**src/rtl/vrtc_pkg.sv**
```systemverilog
package vrtc_pkg;
    localparam int REG_W = 32;
    localparam int GB_W  = 8;
    localparam int DLY_W = 2;
    localparam int XL_W  = GB_W + 3;

    typedef enum logic [2:0] {
        A_CTRL   = 3'd0,
        A_ACTIVE = 3'd1,
        A_VMIN   = 3'd2,
        A_VMAX   = 3'd3,
        A_FLIP   = 3'd4,
        A_PUSH   = 3'd5
    } reg_addr_e;

    typedef struct packed {
        logic [GB_W-1:0]  guard;
        logic [DLY_W-1:0] dly_m1;
        logic             ign_max;
        logic             flip_en;
        logic             vrr_en;
    } ctrl_t;

    typedef struct packed {
        logic pend;
        logic en;
    } push_t;

    function automatic ctrl_t ctrl_from_word(logic [REG_W-1:0] w);
        ctrl_t c;
        c.vrr_en  = w[0];
        c.flip_en = w[1];
        c.ign_max = w[2];
        c.dly_m1  = w[5:4];
        c.guard   = w[15:8];
        return c;
    endfunction

    function automatic logic [REG_W-1:0] ctrl_to_word(ctrl_t c);
        logic [REG_W-1:0] w;
        w        = '0;
        w[0]     = c.vrr_en;
        w[1]     = c.flip_en;
        w[2]     = c.ign_max;
        w[5:4]   = c.dly_m1;
        w[15:8]  = c.guard;
        return w;
    endfunction

    // guard + (dly_m1 + 1) + 1 extra line
    function automatic logic [XL_W-1:0] exit_lines(ctrl_t c);
        return XL_W'(c.guard) + XL_W'(c.dly_m1) + XL_W'(2);
    endfunction
endpackage

```
**src/rtl/vrtc_regs.sv**
```systemverilog
module vrtc_regs
    import vrtc_pkg::*;
#(
    parameter int LINE_W = 12
) (
    input  logic              clk,
    input  logic              rst,
    input  logic              wr_en,
    input  logic [2:0]        addr,
    input  logic [REG_W-1:0]  wdata,
    input  logic              exit_start,
    output logic [REG_W-1:0]  rdata,
    output ctrl_t             ctrl_q,
    output logic [LINE_W-1:0] active_q,
    output logic [LINE_W-1:0] vmin_q,
    output logic [LINE_W-1:0] vmax_q,
    output logic [LINE_W-1:0] flip_q,
    output push_t             push_q
);
    logic lim_open;
    assign lim_open = !ctrl_q.vrr_en;

    always_ff @(posedge clk) begin
        if (rst) begin
            ctrl_q   <= '0;
            active_q <= '0;
            vmin_q   <= '0;
            vmax_q   <= '0;
            flip_q   <= '0;
            push_q   <= '0;
        end else begin
            if (wr_en) begin
                case (reg_addr_e'(addr))
                    A_CTRL:   ctrl_q <= ctrl_from_word(wdata);
                    A_ACTIVE: if (lim_open) active_q <= wdata[LINE_W-1:0];
                    A_VMIN:   if (lim_open) vmin_q   <= wdata[LINE_W-1:0];
                    A_VMAX:   if (lim_open) vmax_q   <= wdata[LINE_W-1:0];
                    A_FLIP:   if (lim_open) flip_q   <= wdata[LINE_W-1:0];
                    default: ;
                endcase
            end
            // a new push write takes priority over the exit-time clear
            if (wr_en && reg_addr_e'(addr) == A_PUSH) begin
                push_q.en   <= wdata[0];
                push_q.pend <= wdata[0] & wdata[1];
            end else if (exit_start) begin
                push_q.pend <= 1'b0;
            end
        end
    end

    always_comb begin
        case (reg_addr_e'(addr))
            A_CTRL:   rdata = ctrl_to_word(ctrl_q);
            A_ACTIVE: rdata = REG_W'(active_q);
            A_VMIN:   rdata = REG_W'(vmin_q);
            A_VMAX:   rdata = REG_W'(vmax_q);
            A_FLIP:   rdata = REG_W'(flip_q);
            A_PUSH:   rdata = REG_W'({push_q.pend, push_q.en});
            default:  rdata = '0;
        endcase
    end
endmodule

```
**src/rtl/vrtc_line.sv**
```systemverilog
module vrtc_line
    import vrtc_pkg::*;
#(
    parameter int LINE_W = 12
) (
    input  logic              clk,
    input  logic              rst,
    input  logic              line_tick,
    input  ctrl_t             ctrl,
    input  logic [LINE_W-1:0] active,
    input  logic [LINE_W-1:0] vmin_raw,
    input  logic [LINE_W-1:0] vmax_raw,
    input  logic [LINE_W-1:0] flip_raw,
    input  logic              push_live,
    output logic [LINE_W-1:0] line_cnt,
    output logic              vblank,
    output logic              frame_start,
    output logic              reg_latch,
    output logic              exit_start
);
    localparam int LW = LINE_W + 1;

    logic          exiting;
    logic [LW-1:0] end_line;
    logic [LW-1:0] nxt, xl, latest, earliest, lc_x, act_x;
    logic          blank_next;

    always_comb begin
        lc_x       = {1'b0, line_cnt};
        act_x      = {1'b0, active};
        nxt        = lc_x + LW'(1);
        xl         = LW'(exit_lines(ctrl));
        latest     = {1'b0, vmax_raw} + LW'(1) - xl;
        earliest   = ctrl.flip_en ? ({1'b0, flip_raw} + LW'(1) - xl) : act_x;
        blank_next = (nxt >= act_x);
        exit_start = line_tick && ctrl.vrr_en && !exiting && blank_next &&
                     ((push_live && nxt >= earliest) || nxt >= latest);
    end

    assign vblank = (line_cnt >= active);

    always_ff @(posedge clk) begin
        if (rst) begin
            line_cnt    <= '0;
            exiting     <= 1'b0;
            end_line    <= '0;
            frame_start <= 1'b0;
            reg_latch   <= 1'b0;
        end else begin
            frame_start <= 1'b0;
            reg_latch   <= 1'b0;
            if (!ctrl.vrr_en) exiting <= 1'b0;
            if (line_tick) begin
                if (!ctrl.vrr_en) begin
                    if (line_cnt >= vmin_raw) begin
                        line_cnt    <= '0;
                        frame_start <= 1'b1;
                    end else begin
                        line_cnt  <= nxt[LINE_W-1:0];
                        reg_latch <= (nxt == act_x);
                    end
                end else if (exiting) begin
                    if (lc_x >= end_line) begin
                        line_cnt    <= '0;
                        frame_start <= 1'b1;
                        exiting     <= 1'b0;
                    end else begin
                        line_cnt <= nxt[LINE_W-1:0];
                    end
                end else begin
                    line_cnt <= nxt[LINE_W-1:0];
                    if (exit_start) begin
                        exiting   <= 1'b1;
                        end_line  <= nxt + xl - LW'(1);
                        reg_latch <= 1'b1;
                    end
                end
            end
        end
    end
endmodule

```
**src/rtl/vrtc_top.sv**
```systemverilog
module vrtc_top
    import vrtc_pkg::*;
#(
    parameter int LINE_W = 12
) (
    input  logic              clk,
    input  logic              rst,
    input  logic              line_tick,
    input  logic              wr_en,
    input  logic [2:0]        addr,
    input  logic [31:0]       wdata,
    output logic [31:0]       rdata,
    output logic [LINE_W-1:0] line_count,
    output logic              vblank,
    output logic              frame_start,
    output logic              reg_latch
);
    ctrl_t             ctrl_q;
    push_t             push_q;
    logic [LINE_W-1:0] active_q, vmin_q, vmax_q, flip_q;
    logic              exit_start;

    vrtc_regs #(.LINE_W(LINE_W)) u_regs (
        .clk(clk), .rst(rst), .wr_en(wr_en), .addr(addr), .wdata(wdata),
        .exit_start(exit_start), .rdata(rdata), .ctrl_q(ctrl_q),
        .active_q(active_q), .vmin_q(vmin_q), .vmax_q(vmax_q),
        .flip_q(flip_q), .push_q(push_q)
    );

    vrtc_line #(.LINE_W(LINE_W)) u_line (
        .clk(clk), .rst(rst), .line_tick(line_tick), .ctrl(ctrl_q),
        .active(active_q), .vmin_raw(vmin_q), .vmax_raw(vmax_q),
        .flip_raw(flip_q), .push_live(push_q.pend & push_q.en),
        .line_cnt(line_count), .vblank(vblank), .frame_start(frame_start),
        .reg_latch(reg_latch), .exit_start(exit_start)
    );
endmodule

```
**config.mk**
```make
export PLATFORM = sky130hd
export DESIGN_NAME = vrtc_top
export DESIGN_NICKNAME = d
export VERILOG_FILES = /design/src/rtl/vrtc_pkg.sv /design/src/rtl/vrtc_regs.sv /design/src/rtl/vrtc_line.sv /design/src/rtl/vrtc_top.sv
export SDC_FILE = /design/constraint.sdc
export NUM_CORES = 1
export LEC_CHECK = 0
export CORE_ASPECT_RATIO = 0.9
export CORE_MARGIN = 5
export CORE_UTILIZATION = 50
export DETAILED_ROUTE_END_ITERATION = 12
export DONT_BUFFER_PORTS = 1
export PLACE_DENSITY_LB_ADDON = 0.25
export SLEW_MARGIN = 20
export SYNTH_ARGS = -nofsm -noshare
export SYNTH_HDL_FRONTEND = slang
export SYNTH_SLANG_ARGS = --single-unit
```
**constraint.sdc**
```tcl
create_clock -name clk -period 9.2 [get_ports clk]
set_input_delay 1.38 -clock clk [delete_from_list [all_inputs] [get_ports clk]]
set_output_delay 1.38 -clock clk [all_outputs]
set_load 0.02 [all_outputs]
```
## After elaboration in Yosys (flattened, before gate mapping)

Cells that the tools add are included.

| cells by class | value |
|---|---|
| multiplexer cells | 22 |
| reductions and logical operators | 17 |
| equal/unequal tests | 6 |
| add/subtract/negate cells | 9 |
| bitwise logic cells | 5 |
| magnitude comparators | 6 |

Operators by type and width:

| operator | number |
|---|---|
| 16-bit case mux with 6 select lines | 1 |
| 12-bit 2-to-1 mux | 4 |
| 12-bit by 1-bit adder with 13-bit output (second input constant) | 3 |
| 13-bit >= comparator | 2 |
| 13-bit by 11-bit subtractor with 13-bit output | 2 |
| 12-bit >= comparator | 2 |
| 1-bit 2-to-1 mux | 16 |
| 13-bit by 11-bit adder with 13-bit output | 1 |
| 13-bit by 12-bit == test with 1-bit output | 1 |
| 12-bit by 13-bit >= comparator with 1-bit output | 1 |
| 13-bit by 12-bit >= comparator with 1-bit output | 1 |
| 13-bit 2-to-1 mux | 1 |
| 13-bit by 1-bit subtractor with 13-bit output (second input constant) | 1 |
| 3-bit AND reduction | 4 |
| 11-bit by 2-bit adder with 11-bit output (second input constant) | 1 |
| 8-bit by 2-bit adder with 9-bit output | 1 |
| 3-bit by 2-bit == test with 1-bit output (second input constant) | 2 |
| 3-bit == test (second input constant) | 2 |
| 1-bit logical AND | 6 |
| 4-bit AND reduction | 1 |
| 3-bit by 1-bit == test with 1-bit output (second input constant) | 1 |
| 3-bit zero test | 1 |
| 1-bit inverter | 3 |
| 1-bit AND | 2 |
| 5 further kinds | 5 |

| word-level totals | value |
|---|---|
| input bits | 39 |
| output and inout port bits | 47 |
| bits in registers | 91 |

## Logic depth before layout (Yosys ltp)

| depth | value |
|---|---|
| depth in word-level cells | 12 |
| mapped depth | 26 |

## Modules after synthesis

A second synthesis with hierarchy kept.

| second synthesis, totals | value |
|---|---|
| cells, all modules | 1,014 |
| area total of the unflattened synthesis | 8,470.6 µm² |

Modules (own cells, without submodules):

| module | cells each | area an instance (µm²) | seq. area each (µm²) | times used |
|---|---|---|---|---|
| vrtc_line | 676 | 5,251.3 | 560.5 | 1 |
| vrtc_regs | 337 | 3,213.1 | 1,261.2 | 1 |
| vrtc_top | 1 | 6.3 | 0.0 | 1 |

## Worst setup path after synthesis

Ideal clock, no wire load.

| path | value |
|---|---|
| kind | flip-flop to flip-flop |
| start | register, netlist name u_regs.ctrl_q[3] |
| end | register u_line.end_line[1] |
| data required time | 9.062 ns |
| path buffers | 1 |
| stages on the path, launching flop included | 24 |
| clock period less this slack | 5.044 ns |
| slack | 4.156 ns |
| arrival | 4.906 ns |
| library setup time | 0.138 ns |
| path through | dfxtp_1 -> ha_1 -> fa_1 -> xor2_1 -> ha_1 -> nand2_1 -> nand2_1 -> a22o_1 -> a32oi_1 -> xor2_1 -> ha_1 -> ha_1 -> a2111o_1 -> a31oi_1 -> xnor2_1 -> mux2i_1 -> ha_1 -> or4_4 -> o221a_1 -> a21oi_2 -> o21ai_2 -> buf_6 -> nand3_1 -> a21oi_2 |

| on the way | value |
|---|---|
| cells in the longest elaborated chain, start to end | 9 |
| elaborated cells on any way between the ends | 13 |
| classes of those cells | add/sub: 6; order compare: 2; mux: 1; reduce/logical: 4 |

RTL lines:

| element | RTL line | RTL |
|---|---|---|
| 8-bit by 2-bit adder with 9-bit output * | vrtc_pkg.sv:52 | `return XL_W'(c.guard) + XL_W'(c.dly_m1) + XL_W'(2);` |
| 11-bit by 2-bit adder with 11-bit output * | vrtc_pkg.sv:52 |  |
| 13-bit by 11-bit subtractor with 13-bit output | vrtc_line.sv:34 | `earliest = ctrl.flip_en ? ({1'b0, flip_raw} + LW'(1) - xl) : act_x;` |
| 13-bit 2-to-1 mux | vrtc_line.sv:34 |  |
| 13-bit >= comparator | vrtc_line.sv:37 | `((push_live && nxt >= earliest) \|\| nxt >= latest);` |
| 1-bit logical AND | vrtc_line.sv:37 |  |
| 1-bit logical OR | vrtc_line.sv:37 |  |
| 1-bit logical AND | vrtc_line.sv:36 | `exit_start = line_tick && ctrl.vrr_en && !exiting && blank_next &&` |
| 4-bit AND reduction (no line) | -- |  |
| to (signal assigned) | vrtc_line.sv:74 | `end_line <= nxt + xl - LW'(1);` |
| to (decl) | vrtc_line.sv:24 | `logic [LW-1:0] end_line;` |

Every way passes the cells marked *; elsewhere a longest branch is shown, timed or not.
A chain may end at the register's enable or synchronous reset.

## Worst setup path in the final report

| path | value |
|---|---|
| start | register, netlist name u_regs.ctrl_q[5] |
| end | register u_line.end_line[2] |

| on the way | value |
|---|---|
| cells in the longest elaborated chain, start to end | 9 |
| elaborated cells on any way between the ends | 13 |
| classes of those cells | add/sub: 6; order compare: 2; mux: 1; reduce/logical: 4 |

RTL lines:

| element | RTL line |
|---|---|
| 8-bit by 2-bit adder with 9-bit output * | vrtc_pkg.sv:52 |
| 11-bit by 2-bit adder with 11-bit output * | vrtc_pkg.sv:52 |
| 13-bit by 11-bit subtractor with 13-bit output | vrtc_line.sv:34 |
| 13-bit 2-to-1 mux | vrtc_line.sv:34 |
| 13-bit >= comparator | vrtc_line.sv:37 |
| 1-bit logical AND | vrtc_line.sv:37 |
| 1-bit logical OR | vrtc_line.sv:37 |
| 1-bit logical AND | vrtc_line.sv:36 |
| 4-bit AND reduction (no line) | -- |

Marked as above.

==> flow_summary.json <==
{
  "run_status": "complete, no violations",
  "hold_viol": 0,
  "grt_max_degree": 97,
  "die_y_um": 133.8,
  "grt_pass1_wl_um": 37390,
  "portBuffers": 0,
  "finalCritPeriodShare_pct": 70.30,
  "worstPathRequired_ps": 9460,
  "critPathSlowestCell": "o21ai_2",
  "mostFrequentLayoutCells": "nand2_1, ha_1, a21oi_1, inv_1, dfxtp_1",
  "cp.arrival_ps": 6730,
  "hold_buffers": 0,
  "p_leak_nw": 3.517,
  "post_cts_buffers": 0,
  "synth_enable_flop_cells": 0,
  "worstMarginPinSlew_ps": 1149,
  "finalClockSkew_ps": 7.869,
  "place.gp.congestion": 0.9009,
  "fmax_ghz": 0.1546,
  "cts_buffers": 9,
  "ys_warn_count": 0,
  "initial_core_util_pct": 50.72,
  "hold_path_class": "reg2reg",
  "num_vias": 7321,
  "drive_gt1_share_pct": 6.880,
  "crit_type": "reg2reg",
  "placed_cells": 1227,
  "htree_levels": 3,
  "core-area_um2": 16780,
  "synth-main-ff-cell": "dfxtp_1",
  "drt-total-wl_um": 23910,
  "cts-root-buf": "clkbuf_16",
  "syn_area_um2": 8509,
  "rows": 45,
  "ir_drop_uv": 87.27,
  "area_growth_pct": 3.882,
  "first_global_vias": 6697,
  "crit_chain": "ha_1 > fa_1 > inv_1 > nor2_1 > maj3_1 > a21oi_1 > xor2_1 > ha_1 > ha_1 > a21oi_1 > o21bai_1 > a21oi_1 > o21ai_0 > and4_1 > nor3_1 > ha_1 > nand4_1 > or3_1 > o21ai_2 > a21oi_1 > a311oi_1",
  "mostFrequentLayoutCell": "nand2_1",
  "ctsResizeCount": 0,
  "synthCells": 1058,
  "layoutNonFillerInstCount": 1243,
  "die-area_um2": 19730,
  "start_kind": "flip-flop",
  "drt_first_pass_iters": 6,
  "dp_hpwl_um": 18490,
  "yosysSeqAreaShare_pct": 21.41,
  "cts.clk_slew.worst_paths_ps": 70,
  "endpoint_kind": "flip-flop",
  "viasPerCell": 5.890,
  "tns_ps": 0,
  "diodes": 0,
  "ys_types": 85,
  "die_w_um": 147.5,
  "crit_fanout": 16,
  "drt_iter0_markers": 594,
  "wl_per_cell_um": 19.23,
  "clockBufferDepth": 2,
  "synthArstFlopShare_pct": 0,
  "gr-usage-all-layers_pct": 23.90,
  "rsz0062_at_grt": "false",
  "max_stage_delay_ps": 770,
  "avgSynthCellArea_um2": 8.043,
  "synth-seq-cells": 91,
  "clock_sinks": 91,
  "grt.overflow.total": 0,
  "antenna_left": 0,
  "layout.nets": 1206,
  "antenna_found_initial": 1,
  "relSlewSlack_pct": 23.11,
  "fill_cells": 1625,
  "final.min_clock_period_ps": 6467,
  "clock_latency_ps": 350,
  "io_pins": 86,
  "drcViolationCount": 0,
  "setup_viol_count_final": 0,
  "slew_viol_final": 0,
  "cts_tree": "done",
  "power.density_nw_per_um2": 113.2,
  "maxCapViolations": 0
}
path summary, 6_finish.rpt:
check,from,endpoint,slack (ps),depth (start not counted)
max,u_regs.ctrl_q[5]$_SDFFE_PP0P_,u_line.end_line[2]$_SDFFE_PP0P_,2730,21
min,u_line.end_line[7]$_SDFFE_PP0P_,u_line.end_line[7]$_SDFFE_PP0P_,460,2
min reg2reg,u_line.end_line[7]$_SDFFE_PP0P_,u_line.end_line[7]$_SDFFE_PP0P_,460,2
max reg2reg,u_regs.ctrl_q[5]$_SDFFE_PP0P_,u_line.end_line[2]$_SDFFE_PP0P_,2730,21
routing by layer:
layer	share of wire, %	wire [um]	GRT usage [%]	up-vias
li1	-	-	-	3637
met1	46	10950	34.25	3424
met2	45	10720	37.15	229
met3	6.8	1633	3.299	31
met4	2.5	607	7.453	0
met5	0	0	0	-
layout make-up:
| type | count | area, um^2 | area share (%) |
|---|---|---|---|
| multi-input cells | 832 | 6078 | 68.76 |
| clock inverters | 6 | 93.84 | 1.062 |
| clock buffers | 10 | 229.0 | 2.590 |
| inverters | 92 | 345.3 | 3.907 |
| well taps | 211 | 264.0 | 2.987 |
| flip-flops and latches | 91 | 1822 | 20.61 |
| repair buffers | 1 | 7.507 | 0.08493 |
cell families after synthesis:
family / share of synthesized area (%)
AOI/OAI and AO/OA: 21.16
xor gates and xnor gates: 5.338
adders and majority gates: 21.06
buffers and inverters: 8.043
DFF: 21.41
muxes: 4.543
other: 0.08826
and+or+nand+nor: 18.37
cells in the mapped netlist (all sizes together) (3+ instances only):
| cell | number | area (um^2) |
|---|---|---|
| a2111oi | 4 | 41.29 |
| a211oi | 6 | 50.05 |
| a21boi | 3 | 22.52 |
| a21o | 22 | 165.2 |
| a21oi | 105 | 570.6 |
| a22oi | 11 | 82.58 |
| a311oi | 3 | 43.80 |
| a31oi | 10 | 62.56 |
| a32oi | 3 | 26.28 |
| and2 | 14 | 87.58 |
| and3 | 5 | 31.28 |
| and3b | 3 | 26.28 |
| and4 | 3 | 26.28 |
| buf | 32 | 234.0 |
| clkbuf | 28 | 105.1 |
| dfxtp | 91 | 1822 |
| fa | 4 | 80.08 |
| ha | 136 | 1702 |
| inv | 92 | 345.3 |
| mux2 | 5 | 56.30 |
| mux2i | 33 | 330.3 |
| nand2 | 141 | 531.8 |
| nand2b | 10 | 62.56 |
| nand3 | 22 | 167.7 |
| nand4 | 7 | 43.79 |
| nand4b | 4 | 35.03 |
| nor2 | 56 | 212.7 |
| nor2b | 12 | 82.58 |
| nor3 | 18 | 95.09 |
| nor3b | 4 | 35.03 |
| nor4 | 5 | 31.28 |
| o211ai | 12 | 95.09 |
| o21a | 12 | 97.59 |
| o21ai | 39 | 214.0 |
| o21bai | 5 | 37.54 |
| o22ai | 13 | 81.33 |
| o31ai | 3 | 27.52 |
| o41ai | 3 | 60.06 |
| or2 | 4 | 25.02 |
| or3 | 3 | 23.77 |
| xnor2 | 36 | 322.8 |
| xor2 | 15 | 131.4 |
report_power, final:
group          switching, mW  total, mW  internal (mW)
Combinational          0.102      0.175         0.0728
Sequential            0.0120      0.412          0.400
Clock                  0.172      0.413          0.241
Total                  0.286       1.00          0.715
flip-flops by register name (all words and copies together) (netlist names):
| register | count |
|---|---|
| u_regs.vmin_q | 12 |
| u_line.exiting | 1 |
| u_regs.active_q | 12 |
| u_regs.ctrl_q | 13 |
| u_regs.push_q | 2 |
| u_line.end_line | 13 |
| u_line.frame_start | 1 |
| u_regs.flip_q | 12 |
| u_line.reg_latch | 1 |
| u_line.line_cnt | 12 |
| u_regs.vmax_q | 12 |
through the flow:
step                      power, mW  worst slack [ps]  hold WS [ps]  util [%]  cell area, um^2
after CTS                     1.006              2797         459.1     52.68             8840
after global placement       0.5913              2954         447.4     50.76             8517
final                         1.001              2733         459.1     52.68             8840
after global routing          1.043              2372         470.5     52.68             8840
after detailed placement     0.5943              2839         448.8     50.76             8517
after floorplan              0.5746              4156         435.7         -             8573
worst max-delay path: cells and delay by family (launching register included):
family                     cells  cell delay [ps]
AOI/OAI and AO/OA              8             2200
xor gates and xnor gates       1              450
and+or+nand+nor                5             1130
DFF                            1              400
buffers and inverters          1              160
adders and majority gates      6             2020
No activity file was read; power rests on OpenSTA's default activity.
